`config.mk`:
```
export PLATFORM = sky130hd
export DESIGN_NAME = assoc_page_map
export DESIGN_NICKNAME = d
export VERILOG_FILES = /design/src/rtl/apm_pkg.sv /design/src/rtl/apm_entry_store.sv /design/src/rtl/apm_match.sv /design/src/rtl/apm_rsp_stage.sv /design/src/rtl/assoc_page_map.sv
export SDC_FILE = /design/constraint.sdc
export NUM_CORES = 1
export LEC_CHECK = 0
export BUFFER_PORTS_ARGS = -buffer_cell sky130_fd_sc_hd__buf_2
export CAP_MARGIN = 20
export CORE_MARGIN = 1.5
export CORE_UTILIZATION = 52
export CTS_CLUSTER_DIAMETER = 120
export CTS_CLUSTER_SIZE = 24
export DETAILED_ROUTE_END_ITERATION = 16
export PLACE_DENSITY = 0.78
export SYNTH_ARGS = -nofsm -noshare
export SYNTH_HDL_FRONTEND = slang
export SYNTH_SLANG_ARGS = --single-unit
```
`constraint.sdc`:
```
create_clock -name clk -period 2.1 [get_ports clk]
set_input_delay 0.315 -clock clk [delete_from_list [all_inputs] [get_ports clk]]
set_output_delay 0.315 -clock clk [all_outputs]
set_load 0.05 [all_outputs]
```
`src/rtl/apm_pkg.sv`:
```
package apm_pkg;
  parameter int OFS_W   = 11;
  parameter int VPN_W   = 3;
  parameter int PBN_W   = 2;
  parameter int ENTRIES = 4;
  localparam int VA_W  = VPN_W + OFS_W;
  localparam int PA_W  = PBN_W + OFS_W;
  localparam int IDX_W = (ENTRIES > 1) ? $clog2(ENTRIES) : 1;

  typedef struct packed {
    logic             vld;
    logic [VPN_W-1:0] vpn;
    logic [PBN_W-1:0] pbn;
  } apm_entry_t;
endpackage

```
`src/rtl/apm_entry_store.sv`:
```
module apm_entry_store
  import apm_pkg::*;
(
  input  logic                        clk,
  input  logic                        rst_n,
  input  logic                        wr_en,
  input  logic [IDX_W-1:0]            wr_idx,
  input  logic                        wr_vld,
  input  logic [VPN_W-1:0]            wr_vpn,
  input  logic [PBN_W-1:0]            wr_pbn,
  output apm_entry_t [ENTRIES-1:0]    tbl_o
);
  apm_entry_t [ENTRIES-1:0] tbl_q;

  for (genvar g = 0; g < ENTRIES; g++) begin : g_ent
    always_ff @(posedge clk) begin
      if (!rst_n) begin
        tbl_q[g] <= '0;
      end else if (wr_en && (wr_idx == IDX_W'(g))) begin
        tbl_q[g].vld <= wr_vld;
        tbl_q[g].vpn <= wr_vpn;
        tbl_q[g].pbn <= wr_pbn;
      end
    end
  end

  assign tbl_o = tbl_q;

  AST_WRITE_LANDS: assert property (@(posedge clk) disable iff (!rst_n)
    wr_en |=> (tbl_q[$past(wr_idx)].vld == $past(wr_vld)));
endmodule

```
`src/rtl/apm_match.sv`:
```
module apm_match
  import apm_pkg::*;
(
  input  apm_entry_t [ENTRIES-1:0] tbl_i,
  input  logic [VPN_W-1:0]         vpn_i,
  output logic                     hit_o,
  output logic [PBN_W-1:0]         pbn_o
);
  logic [ENTRIES-1:0] match;

  for (genvar g = 0; g < ENTRIES; g++) begin : g_cmp
    assign match[g] = tbl_i[g].vld && (tbl_i[g].vpn == vpn_i);
  end

  // Scan from the top index down so the lowest matching index is written last.
  always_comb begin
    hit_o = 1'b0;
    pbn_o = '0;
    for (int i = ENTRIES - 1; i >= 0; i--) begin
      if (match[i]) begin
        hit_o = 1'b1;
        pbn_o = tbl_i[i].pbn;
      end
    end
  end
endmodule

```
`src/rtl/apm_rsp_stage.sv`:
```
module apm_rsp_stage
  import apm_pkg::*;
(
  input  logic            clk,
  input  logic            rst_n,
  input  logic            load_i,
  input  logic            hit_i,
  input  logic [PA_W-1:0] paddr_i,
  input  logic            rsp_ready_i,
  output logic            rsp_valid_o,
  output logic            rsp_hit_o,
  output logic            rsp_fault_o,
  output logic [PA_W-1:0] rsp_paddr_o
);
  always_ff @(posedge clk) begin
    if (!rst_n) begin
      rsp_valid_o <= 1'b0;
      rsp_hit_o   <= 1'b0;
      rsp_fault_o <= 1'b0;
      rsp_paddr_o <= '0;
    end else if (load_i) begin
      rsp_valid_o <= 1'b1;
      rsp_hit_o   <= hit_i;
      rsp_fault_o <= !hit_i;
      rsp_paddr_o <= hit_i ? paddr_i : '0;
    end else if (rsp_ready_i) begin
      rsp_valid_o <= 1'b0;
    end
  end

  AST_HOLD_STALLED: assert property (@(posedge clk) disable iff (!rst_n)
    (rsp_valid_o && !rsp_ready_i) |=>
      (rsp_valid_o && $stable(rsp_paddr_o) && $stable(rsp_hit_o) && $stable(rsp_fault_o)));
endmodule

```
`src/rtl/assoc_page_map.sv`:
```
module assoc_page_map
  import apm_pkg::*;
(
  input  logic              clk,
  input  logic              rst_n,
  input  logic              wr_en,
  input  logic [IDX_W-1:0]  wr_idx,
  input  logic              wr_vld,
  input  logic [VPN_W-1:0]  wr_vpn,
  input  logic [PBN_W-1:0]  wr_pbn,
  input  logic              req_valid,
  output logic              req_ready,
  input  logic [VA_W-1:0]   req_vaddr,
  output logic              rsp_valid,
  input  logic              rsp_ready,
  output logic [PA_W-1:0]   rsp_paddr,
  output logic              rsp_hit,
  output logic              rsp_fault
);
  apm_entry_t [ENTRIES-1:0] tbl;
  logic                     lk_hit;
  logic [PBN_W-1:0]         lk_pbn;
  logic                     accept;

  apm_entry_store u_store (
    .clk    (clk),
    .rst_n  (rst_n),
    .wr_en  (wr_en),
    .wr_idx (wr_idx),
    .wr_vld (wr_vld),
    .wr_vpn (wr_vpn),
    .wr_pbn (wr_pbn),
    .tbl_o  (tbl)
  );

  apm_match u_match (
    .tbl_i (tbl),
    .vpn_i (req_vaddr[VA_W-1:OFS_W]),
    .hit_o (lk_hit),
    .pbn_o (lk_pbn)
  );

  assign req_ready = !rsp_valid || rsp_ready;
  assign accept    = req_valid && req_ready;

  apm_rsp_stage u_rsp (
    .clk         (clk),
    .rst_n       (rst_n),
    .load_i      (accept),
    .hit_i       (lk_hit),
    .paddr_i     ({lk_pbn, req_vaddr[OFS_W-1:0]}),
    .rsp_ready_i (rsp_ready),
    .rsp_valid_o (rsp_valid),
    .rsp_hit_o   (rsp_hit),
    .rsp_fault_o (rsp_fault),
    .rsp_paddr_o (rsp_paddr)
  );

  AST_ONE_FLAG: assert property (@(posedge clk) disable iff (!rst_n)
    rsp_valid |-> (rsp_hit ^ rsp_fault));
  AST_FAULT_ZERO: assert property (@(posedge clk) disable iff (!rst_n)
    (rsp_valid && rsp_fault) |-> (rsp_paddr == '0));
  AST_ONE_CYCLE: assert property (@(posedge clk) disable iff (!rst_n)
    (req_valid && req_ready) |=> rsp_valid);
  AST_HIT_OFFSET: assert property (@(posedge clk) disable iff (!rst_n)
    (req_valid && req_ready) |=>
      (!rsp_hit || (rsp_paddr[OFS_W-1:0] == $past(req_vaddr[OFS_W-1:0]))));
endmodule

```
# Yosys cells after proc, flatten, opt, wreduce, memory -nomap -nowiden

Cells that the tools add are included.
W data, S select, Z words.

Input port bits: 27
Bits in latches: 0
RAM bits: 0
Memories: 0
ROM bits: 0
Bits in registers: 40

Add/subtract/negate cells: 0
Reduce and logical (&&, ||, !) cells: 14
$lt $le $gt $ge: 0
Bitwise logic cells: 0
Div/mod/pow operators: 0
Equal/unequal tests: 7
Shift-type cells: 0
$mul: 0
Mux-type cells: 11

Operators with widths:

| operator             | count |
|---|---|
| $mux W13             | 1 |
| $eq A3 B3 Y1         | 4 |
| $logic_and A1 B1 Y1  | 9 |
| $mux W2              | 4 |
| $mux W1              | 6 |
| $eq A2 B2 Y1 const B | 2 |
| $eq A2 B1 Y1 const B | 1 |
| $logic_not A1 Y1     | 2 |
| $logic_not A2 Y1     | 1 |
| $reduce_bool A2 Y1   | 1 |
| $logic_or A1 B1 Y1   | 1 |

# Longest topological paths before layout

Gate-level depths: netlist of run 1.

Depth after elaboration: 7
Depth in mapped cells: 7
Gate-level depth less buffers: 5

# Modules after synthesis

From an unflattened synthesis of run 1, not the netlist that was laid out.

Cells, all modules: 188
Area total of the unflattened synthesis: 1824.2 um^2

Modules (own cells, without submodules):

| module          | instances | cells an instance | sequential area each (um^2) | area an instance (um^2) |
|---|---|---|---|---|
| apm_entry_store | 1         | 85                | 480.5                       | 890.9 |
| apm_rsp_stage   | 1         | 68                | 320.3                       | 650.6 |
| apm_match       | 1         | 33                | 0.0                         | 260.2 |
| assoc_page_map  | 1         | 2                 | 0.0                         | 22.5 |

# Worst setup path before layout of run 1

Ideal clock, no wire load.

Path type: flip-flop to flip-flop
Start: reg u_rsp.rsp_valid_o
End: reg u_rsp.rsp_paddr_o[10]
Cell stages (with the launch flop): 6
Buffers on the path: 1
Clock period less this slack: 1979 ps
Data arrival time: 1919 ps
Slack: 121 ps
Cell sequence: dfxtp_1 > nand2b_1 > nand2_1 > and2_1 > clkbuf_1 > a22o_1

Word-level cells in the longest chain between the ends: 3

Ends and longest elaborated chain:

| element                | line                 | text |
|---|---|---|
| start, declared        | apm_rsp_stage.sv:10  | `output logic rsp_valid_o,` |
| start signal, assigned | apm_rsp_stage.sv:17  | `rsp_valid_o <= 1'b0;` |
| start signal, assigned | apm_rsp_stage.sv:22  | `rsp_valid_o <= 1'b1;` |
| start signal, assigned | apm_rsp_stage.sv:27  | `rsp_valid_o <= 1'b0;` |
| $logic_not A1 Y1       | assoc_page_map.sv:43 | `assign req_ready = !rsp_valid \|\| rsp_ready;` |
| $logic_or A1 B1 Y1     | assoc_page_map.sv:43 |  |
| net req_ready          | assoc_page_map.sv:12 | `output logic req_ready,` |
| $logic_and A1 B1 Y1    | assoc_page_map.sv:44 | `assign accept = req_valid && req_ready;` |
| end signal, assigned   | apm_rsp_stage.sv:25  | `rsp_paddr_o <= hit_i ? paddr_i : '0;` |
| end, declared          | apm_rsp_stage.sv:13  | `output logic [PA_W-1:0] rsp_paddr_o` |

The timed path passes the listed nets, and every way through them passes these cells.
A chain may end at the register's enable or synchronous reset.

# Worst setup path after layout of run 1

Start: reg u_store.tbl_q, in the netlist u_store.tbl_o[16]
End: reg u_rsp.rsp_paddr_o[5]

Word-level cells in the longest chain between the ends: 6

Ends and longest elaborated chain:

| element               | line                  | text |
|---|---|---|
| start, declared       | apm_entry_store.sv:13 | `apm_entry_t [ENTRIES-1:0] tbl_q;` |
| $eq A3 B3 Y1          | apm_match.sv:12       | `assign match[g] = tbl_i[g].vld && (tbl_i[g].vpn == vpn_i);` |
| $logic_and A1 B1 Y1   | apm_match.sv:12       |  |
| $mux W1 (3 in series) | apm_match.sv:20       | `if (match[i]) begin` |
| $mux W13              | apm_rsp_stage.sv:25   |  |

No other way between the ends.

==> results of run 1 <==
## worst max-delay path, stage by stage (launching register included)
cell	delay [ns]
sky130_fd_sc_hd__dfxtp_1	0.35
sky130_fd_sc_hd__xor2_2	0.19
sky130_fd_sc_hd__or4b_4	0.56
sky130_fd_sc_hd__nand2_2	0.10
sky130_fd_sc_hd__o211a_4	0.25
sky130_fd_sc_hd__a22o_1	0.15
## per-layer routing
| layer | wire (µm) | up-vias |
|---|---|---|
| li1 | - | 629 |
| met2 | 1670 | 31 |
| met4 | 47 | 0 |
| met3 | 148 | 6 |
| met1 | 1480 | 593 |
| met5 | 0 | - |
## layout make-up
class / instances / area (µm²) / share of cell area (%)
timing repair buffer: 44 / 223 / 11.0
sequential: 40 / 801 / 39.6
multi-input combinational: 106 / 878 / 43.4
clock inverter: 2 / 10.0 / 0.495
inverter: 1 / 3.75 / 0.186
clock buffer: 6 / 51.3 / 2.54
tap: 44 / 55.1 / 2.72
## registers in the layout, summed over array words and instances, names as in the netlist
register           count
u_store.tbl_o         24
u_rsp.rsp_paddr_o     13
u_rsp.rsp_fault_o      1
u_rsp.rsp_hit_o        1
u_rsp.rsp_valid_o      1
## metrics by stage
| stage | util [%] | instance area, µm² | setup WS [ns] | std cells | hold WS (ns) |
|---|---|---|---|---|---|
| final | 65.2 | 2020 | 0.450 | 243 | 0.174 |
| after global routing | 65.2 | 2020 | 0.360 | 243 | 0.151 |
| after CTS | 65.2 | 2020 | 0.431 | 243 | 0.164 |
| after detailed placement | 63.2 | 1960 | 0.346 | 235 | 0.462 |
| after global placement | 63.2 | 1960 | 0.386 | 235 | 0.453 |
| after floorplan | - | 1730 | 0.121 | 155 | 0.440 |
## cells by family (layout without fill, tap and decap cells)
family / count (synthesis) / in the layout
and+or+nand+nor: 49 / 49
DFF: 40 / 40
muxes: 26 / 26
AOI/OAI and AO/OA: 19 / 19
xor gates and xnor gates: 12 / 12
buffers and inverters: 9 / 53
## worst paths after layout
| check | endpoint | slack (ns) | depth (start not counted) | startpoint |
|---|---|---|---|---|
| worst max-delay path | u_rsp.rsp_paddr_o[5] | 0.45 | 5 | u_store.tbl_o[16] |
| worst min-delay path | u_rsp.rsp_paddr_o[9] | 0.17 | 2 | req_vaddr[9] |
| worst max register to register | u_rsp.rsp_paddr_o[5] | 0.45 | 5 | u_store.tbl_o[16] |
| worst min register to register | u_rsp.rsp_paddr_o[11] | 0.49 | 1 | u_rsp.rsp_paddr_o[11] |
## cells in the final DEF (no fill, tap or decap)
cell                       netlist  final
sky130_fd_sc_hd__a21boi_0        2      2
sky130_fd_sc_hd__mux2i_1        26     26
sky130_fd_sc_hd__nand3b_1        2      2
sky130_fd_sc_hd__nand4_1         4      4
sky130_fd_sc_hd__buf_2           2     43
sky130_fd_sc_hd__nand4_4         1      1
sky130_fd_sc_hd__o211a_4         1      1
sky130_fd_sc_hd__nand2_1         5      5
sky130_fd_sc_hd__nand2_2         1      1
sky130_fd_sc_hd__and4_1          1      1
sky130_fd_sc_hd__or3_1           1      1
sky130_fd_sc_hd__nor3b_2         1      1
sky130_fd_sc_hd__nor4_1          2      2
sky130_fd_sc_hd__a22o_1         13     13
sky130_fd_sc_hd__and2_1          2      2
sky130_fd_sc_hd__clkinv_2        0      2
sky130_fd_sc_hd__nand2b_1        1      1
sky130_fd_sc_hd__buf_4           0      1
sky130_fd_sc_hd__dfxtp_1        40     40
sky130_fd_sc_hd__clkbuf_8        0      1
sky130_fd_sc_hd__xor2_2          3      3
sky130_fd_sc_hd__xnor2_1         9      9
sky130_fd_sc_hd__o211a_1         1      1
sky130_fd_sc_hd__clkbuf_4        0      5
sky130_fd_sc_hd__nor2b_1        24     24
sky130_fd_sc_hd__nor2_1          2      2
sky130_fd_sc_hd__nand3_1         1      1
sky130_fd_sc_hd__inv_1           1      1
sky130_fd_sc_hd__or4b_4          1      1
sky130_fd_sc_hd__a31oi_1         2      2
## power by group
| group | internal, mW | switching, mW | total, mW |
|---|---|---|---|
| combinational | 0.0695 | 0.0935 | 0.163 |
| sequential | 0.780 | 0.0139 | 0.793 |
| clock | 0.159 | 0.242 | 0.401 |
==> reports/results.env, run 1 <==
GROUTE.USAGE.OVERALL_PCT=20.0
WORST_SLEW_PIN_SLEW_NS=0.498
POST_ROUTE_CELLS_DRIVE_ABOVE_1_SHARE_PCT=30.2
REQUIRED_TIME_OF_THE_CRITICAL_PATH_NS=2.40
POST_SYNTH_MUX_AREA_SHARE_PCT=15.0
HOLDCRITPATHCLASS='input pin to register'
CTS_BUFFERS=5
FINAL_NET_COUNT=225
SYNTH_SEQUENTIAL_AREA_RATIO_PCT=46.2
ROUTED-VIA-COUNT=1259
YOSYS_WARNINGS=0
WIRELENGTH_MM=3.35
POSTCTSSETUPBUFFERS=0
RSZ0062_AT_GRT='no'
POST_SYNTH_INSTANCE_AREA_MM2=0.00173
ANTENNA_CELLS_INSERTED=0
FIRST_GLOBAL_VIAS=1220
POSTSYNTHAREAPERCELL_UM2=11.2
PATH_MAX_FANOUT=13
REMAINING_DRC_ERRORS=0
VDD.IR_DROP.WORST_mV=0.517
TIMING.FINAL.SETUP_VIOLATIONS=0
ANTENNA_LEFT=0
CTS.SINKS=40
AVGVIACOUNTPERCELL=5.18
YOSYS.AREA_SHARE.ADDER_PCT=0
RUN_STATUS='completed'
GRT.BUSIEST_LAYER='met2'
INITIAL_CORE_UTIL_PCT=55.8
FLOORPLAN.DIE_AREA_MM2=0.00369
NUMBER_OF_ANTENNA_VIOLATIONS_AT_THE_FIRST_CHECK_IN_GLOBAL_ROUTING=0
GRTUSAGEMET3_PCT=5.76
CRITICAL_PATH_ARRIVAL_NS=1.95
YOSYS.AREA_SHARE.SIMPLE_PCT=18.6
GLOBALROUTEOVERFLOWTOTAL=0
LAYOUT.FILLER_CELLS=272
DIE-WIDTH_UM=60.7
ROW_COUNT=20
SYNTH-EDFF-COUNT=0
SYNTH_TOP_AREA_SHARE_PCT=46.2
GRT_START_MAX_NET_PINS=30
SYNTH_AREA_LEADERS='sky130_fd_sc_hd__dfxtp_1 (46%), sky130_fd_sc_hd__mux2i_1 (15%), sky130_fd_sc_hd__nor2b_1 (8.7%)'
CLOCK-ROOT-BUFFER='sky130_fd_sc_hd__clkbuf_4'
AREA_GROWTH_PCT=16.8
HTREE_NUM_LEVELS=2
CRITICALPATHCATEGORY='register to register'
FP.COREAREA_MM2=0.00310
LAYOUT_MIN_CYCLE_TIME_NS=1.65
GP_ROUTABILITY_CONGESTION=0.939
CP-END-KIND='register'
CLK_PIN_SLEW_NS=0.11
POWER.TOTAL_mW=1.36
POSTCTS_RESIZE_CNT=0
YS_ASYNC_SR_FRACTION_PCT=0
IOS=44
POWER_PER_CELL_AREA_mW_PER_MM2=671
POST_CTS_HOLD_BUFFER_COUNT=0
FIN_CLK_SKEW_NS=0.00704
COMBINATIONAL_FAMILY_WITH_THE_MOST_AREA_AFTER_SYNTHESIS='simple AND/OR/NAND/NOR gates'
FIRST_ITER_VIOLATIONS=23
COMPOUND_CELL_AREA_SHARE_OF_THE_YOSYS_NETLIST_PCT=9.75
PORT_BUFFERS=43
POWER.STATIC_LEAKAGE_nW=0.957
MAXCLOCKFREQUENCY_GHz=0.606
CTS_TREE='yes'
YOSYS.AREA_SHARE.XOR_XNOR_PCT=7.37
YOSYS-TOP-CELLS-COUNT='sky130_fd_sc_hd__dfxtp_1 (40), sky130_fd_sc_hd__mux2i_1 (26), sky130_fd_sc_hd__nor2b_1 (24)'
MAX_SLEW_VIOLATION_TOTAL_FROM_THE_FINAL_REPORT=0
TIMING_HOLD_VIOLATIONS_FINAL=0
MIN_PERIOD_OVER_PERIOD_PCT=78.6
CAP_VIOLATIONS=0
CLK_LATENCY_NS=0.34
NETLIST_INSTANCES=155
CLOCK_PATH_BUFFERS=2
YS_SEQ_ELEMENTS=40
SYNTH_NETS=182
SYNTH_MOST_COMMON_CELL='sky130_fd_sc_hd__dfxtp_1'
YOSYS_MOST_USED_DFF='sky130_fd_sc_hd__dfxtp_1'
GROUTE.LAYER.MET2.USAGE_PCT=35.5
GRT_PASS1_WL_MM=5.35
DETAILEDROUTE.FIRSTPASSITERATIONCOUNT=4
DIE_H_UM=60.7
WL_PER_CELL_UM=13.8
CP-START-KIND='register'
SYNTH.LARGEST_AREA_CELL='sky130_fd_sc_hd__dfxtp_1'
SETUP_TOTAL_NEGATIVE_SLACK_NS=0
HPWL_MM=2.50
TIMING.MAX_SLEW.REL_SLACK_PCT=66.7
SYNTHDISTINCTLIBCELLS=29
GRT_USE_MET1_PCT=22.4
Power figures use the tool's default switching activity.
==> run 2: changes to the inputs <==
- clock period: 2.1 -> 1.7 ns (I/O delays scaled with it)
==> reports/results.env, run 2 (same netlist as run 1, synthesis figures left out) <==
RUN_STATUS='completed'
ANTENNA_LEFT=0
WL_PER_CELL_UM=14.2
DPL_WORST_SLACK_NS=0.00385
GRT_PASS1_WL_MM=5.40
CTS_TREE='yes'
GLOBALROUTEOVERFLOWTOTAL=0
POST_ROUTE_CELLS_DRIVE_ABOVE_1_SHARE_PCT=32.5
HTREE_NUM_LEVELS=2
CRIT_PATH_MAX_INCR_DELAY_NS=0.59
LAYOUT_COMMON_CELLS='sky130_fd_sc_hd__buf_2 (43), sky130_fd_sc_hd__dfxtp_1 (38), sky130_fd_sc_hd__mux2i_1 (26)'
POWER.SHARE.SEQUENTIAL_PCT=54.6
POWER.TOTAL_mW=1.79
DETAILEDROUTE.FIRSTPASSITERATIONCOUNT=5
CRITICAL_PATH.N_BUFFERS_INVERTERS=0
GROUTE.USAGE.OVERALL_PCT=20.2
CLOCK-ROOT-BUFFER='sky130_fd_sc_hd__clkbuf_4'
PLACED_CELL_AREA_MM2=0.00199
FINALINSTANCEAREA_MM2=0.00209
PATH_MAX_FANOUT=7
CP-END-KIND='register'
MAXCLOCKFREQUENCY_GHz=0.608
ROUTED-VIA-COUNT=1266
WIRELENGTH_MM=3.51
WORST_SLEW_PIN_SLEW_NS=0.488
POWER_PER_CELL_AREA_mW_PER_MM2=860
CRITICAL_PATH_ARRIVAL_NS=1.93
GRT_START_MAX_NET_PINS=20
SETUP_TOTAL_NEGATIVE_SLACK_NS=0
HPWL_MM=2.58
VDD.IR_DROP.WORST_mV=0.483
SHARE_COMB_OF_TOTAL_POWER_PCT=11.6
POWER_SHARE_OF_THE_CLOCK_GROUP_PCT=33.7
IOS=44
FIRST_ITER_VIOLATIONS=37
FIN_CLK_SKEW_NS=0.0126
FP.COREAREA_MM2=0.00310
ROW_COUNT=20
FINAL_COMMON_CELL='sky130_fd_sc_hd__buf_2'
CRITICALPATHCATEGORY='register to register'
PLACED_CELLS_INCL_TAPS=238
CAP_VIOLATIONS=0
CP-START-KIND='register'
POST-ROUTE-WORST-SETUP-SLACK_NS=0.0548
NUMBER_OF_ANTENNA_VIOLATIONS_AT_THE_FIRST_CHECK_IN_GLOBAL_ROUTING=0
RSZ0062_AT_GRT='no'
TOTAL_NET_SWITCHING_POWER_mW=0.433
AVGVIACOUNTPERCELL=5.13
FINAL_NET_COUNT=229
PORT_BUFFERS=43
TIMING.MAX_SLEW.REL_SLACK_PCT=67.4
TIMING.FINAL.SETUP_VIOLATIONS=0
TIMING_HOLD_VIOLATIONS_FINAL=0
FLOORPLAN.DIE_AREA_MM2=0.00369
CTS_BUFFERS=5
CRITICAL_PATH.TOP_DELAY_FAMILY='simple AND/OR/NAND/NOR gates'
REQUIRED_TIME_OF_THE_CRITICAL_PATH_NS=1.99
MAX_SLEW_VIOLATION_TOTAL_FROM_THE_FINAL_REPORT=0
CLOCK_PATH_BUFFERS=2
ANTENNA_CELLS_INSERTED=0
CLK_PIN_SLEW_NS=0.11
TIMING.CRITICAL_PATH.SLOWEST_STAGE_CELL='sky130_fd_sc_hd__or4b_4'
MAX_REG_FLOPS=24
GP_ROUTABILITY_CONGESTION=0.814
HOLDCRITPATHCLASS='input pin to register'
DIE_H_UM=60.7
REMAINING_DRC_ERRORS=0
INITIAL_CORE_UTIL_PCT=55.8
LAYOUT.FILLER_CELLS=258
AREA_GROWTH_PCT=20.5
LAYOUT_MIN_CYCLE_TIME_NS=1.65
MIN_PERIOD_OVER_PERIOD_PCT=96.8
POWER.SHARE.SWITCHING_PCT=24.1
FINAL-INSTANCE-COUNT-EXCL-FILL=247
DIE-WIDTH_UM=60.7
POWER.STATIC_LEAKAGE_nW=0.987
CTS.SINKS=40
POST_CTS_HOLD_BUFFER_COUNT=0
FIRST_GLOBAL_VIAS=1189
CRIT_PATH_CELL_TRACE='xor2_2 > or4b_4 > nand2_4 > o211a_4 > a22o_1'
CELL_INTERNAL_POWER_mW=1.36
CLK_LATENCY_NS=0.35
-- run 2: cell types whose count changed in the layout (fill, tap and decap cells not counted), sizes merged --
cell	previous run	this run
buf	44	47
o211a	2	3
bufinv	0	1
clkinv	2	1
-- run 2: routing by layer --
layer | global-route usage [%] | routed length [µm]
met3 | 5.76 | 158
met2 | 33.5 | 1750
met4 | 9.01 | 21
met5 | 0 | 0
met1 | 24.4 | 1580
-- run 2: area by class of cell --
| type | instances | area, µm² | area share [%] |
|---|---|---|---|
| multi-input combinational | 107 | 903 | 43.3 |
| sequential | 40 | 803 | 38.5 |
| timing repair buffer | 47 | 245 | 11.8 |
| tap | 44 | 55.1 | 2.64 |
| clock buffer | 6 | 41.3 | 1.98 |
| clock inverter | 2 | 35.0 | 1.68 |
| inverter | 1 | 3.75 | 0.180 |
-- run 2: path summary, 6_finish.rpt --
path / slack [ns] / endpoint / start / depth (start not counted)
max: 0.05 / u_rsp.rsp_paddr_o[6] / u_store.tbl_o[16] / 5
max reg2reg: 0.05 / u_rsp.rsp_paddr_o[6] / u_store.tbl_o[16] / 5
min reg2reg: 0.48 / u_rsp.rsp_fault_o / u_rsp.rsp_fault_o / 2
min: 0.12 / u_rsp.rsp_paddr_o[0] / req_vaddr[0] / 2
-- run 2: stage by stage --
stage / utilization, % / hold slack, ns
2_1_floorplan: - / 0.380
3_3_place_gp: 64.0 / 0.456
3_5_place_dp: 64.0 / 0.460
4_1_cts: 66.5 / 0.109
5_1_grt: 67.3 / 0.0979
6_report: 67.3 / 0.119
-- run 2: power groups by stage --
stage                     Sequential [mW]  Clock [mW]  Combinational, mW
after floorplan                      1.02           0              0.118
after global placement               1.00           0              0.200
after detailed placement             1.00           0              0.207
after CTS                           0.981       0.616              0.208
after global routing                0.984       0.657              0.227
final                               0.981       0.606              0.208
-- run 2: repair_timing --
| item | CTS | global route |
|---|---|---|
| endpoints found under the setup margin | 0 | 13 |
| setup buffers | 0 | 0 |
| gates resized for setup | 0 | 3 |
| endpoints found under the hold margin | 0 | 0 |
-- run 2: worst register-to-register path, stage by stage (launching register included) --
cell and delay [ns]:
sky130_fd_sc_hd__dfxtp_1 0.35, sky130_fd_sc_hd__xor2_2 0.20, sky130_fd_sc_hd__or4b_4 0.59, sky130_fd_sc_hd__nand2_4 0.11, sky130_fd_sc_hd__o211a_4 0.21, sky130_fd_sc_hd__a22o_1 0.14
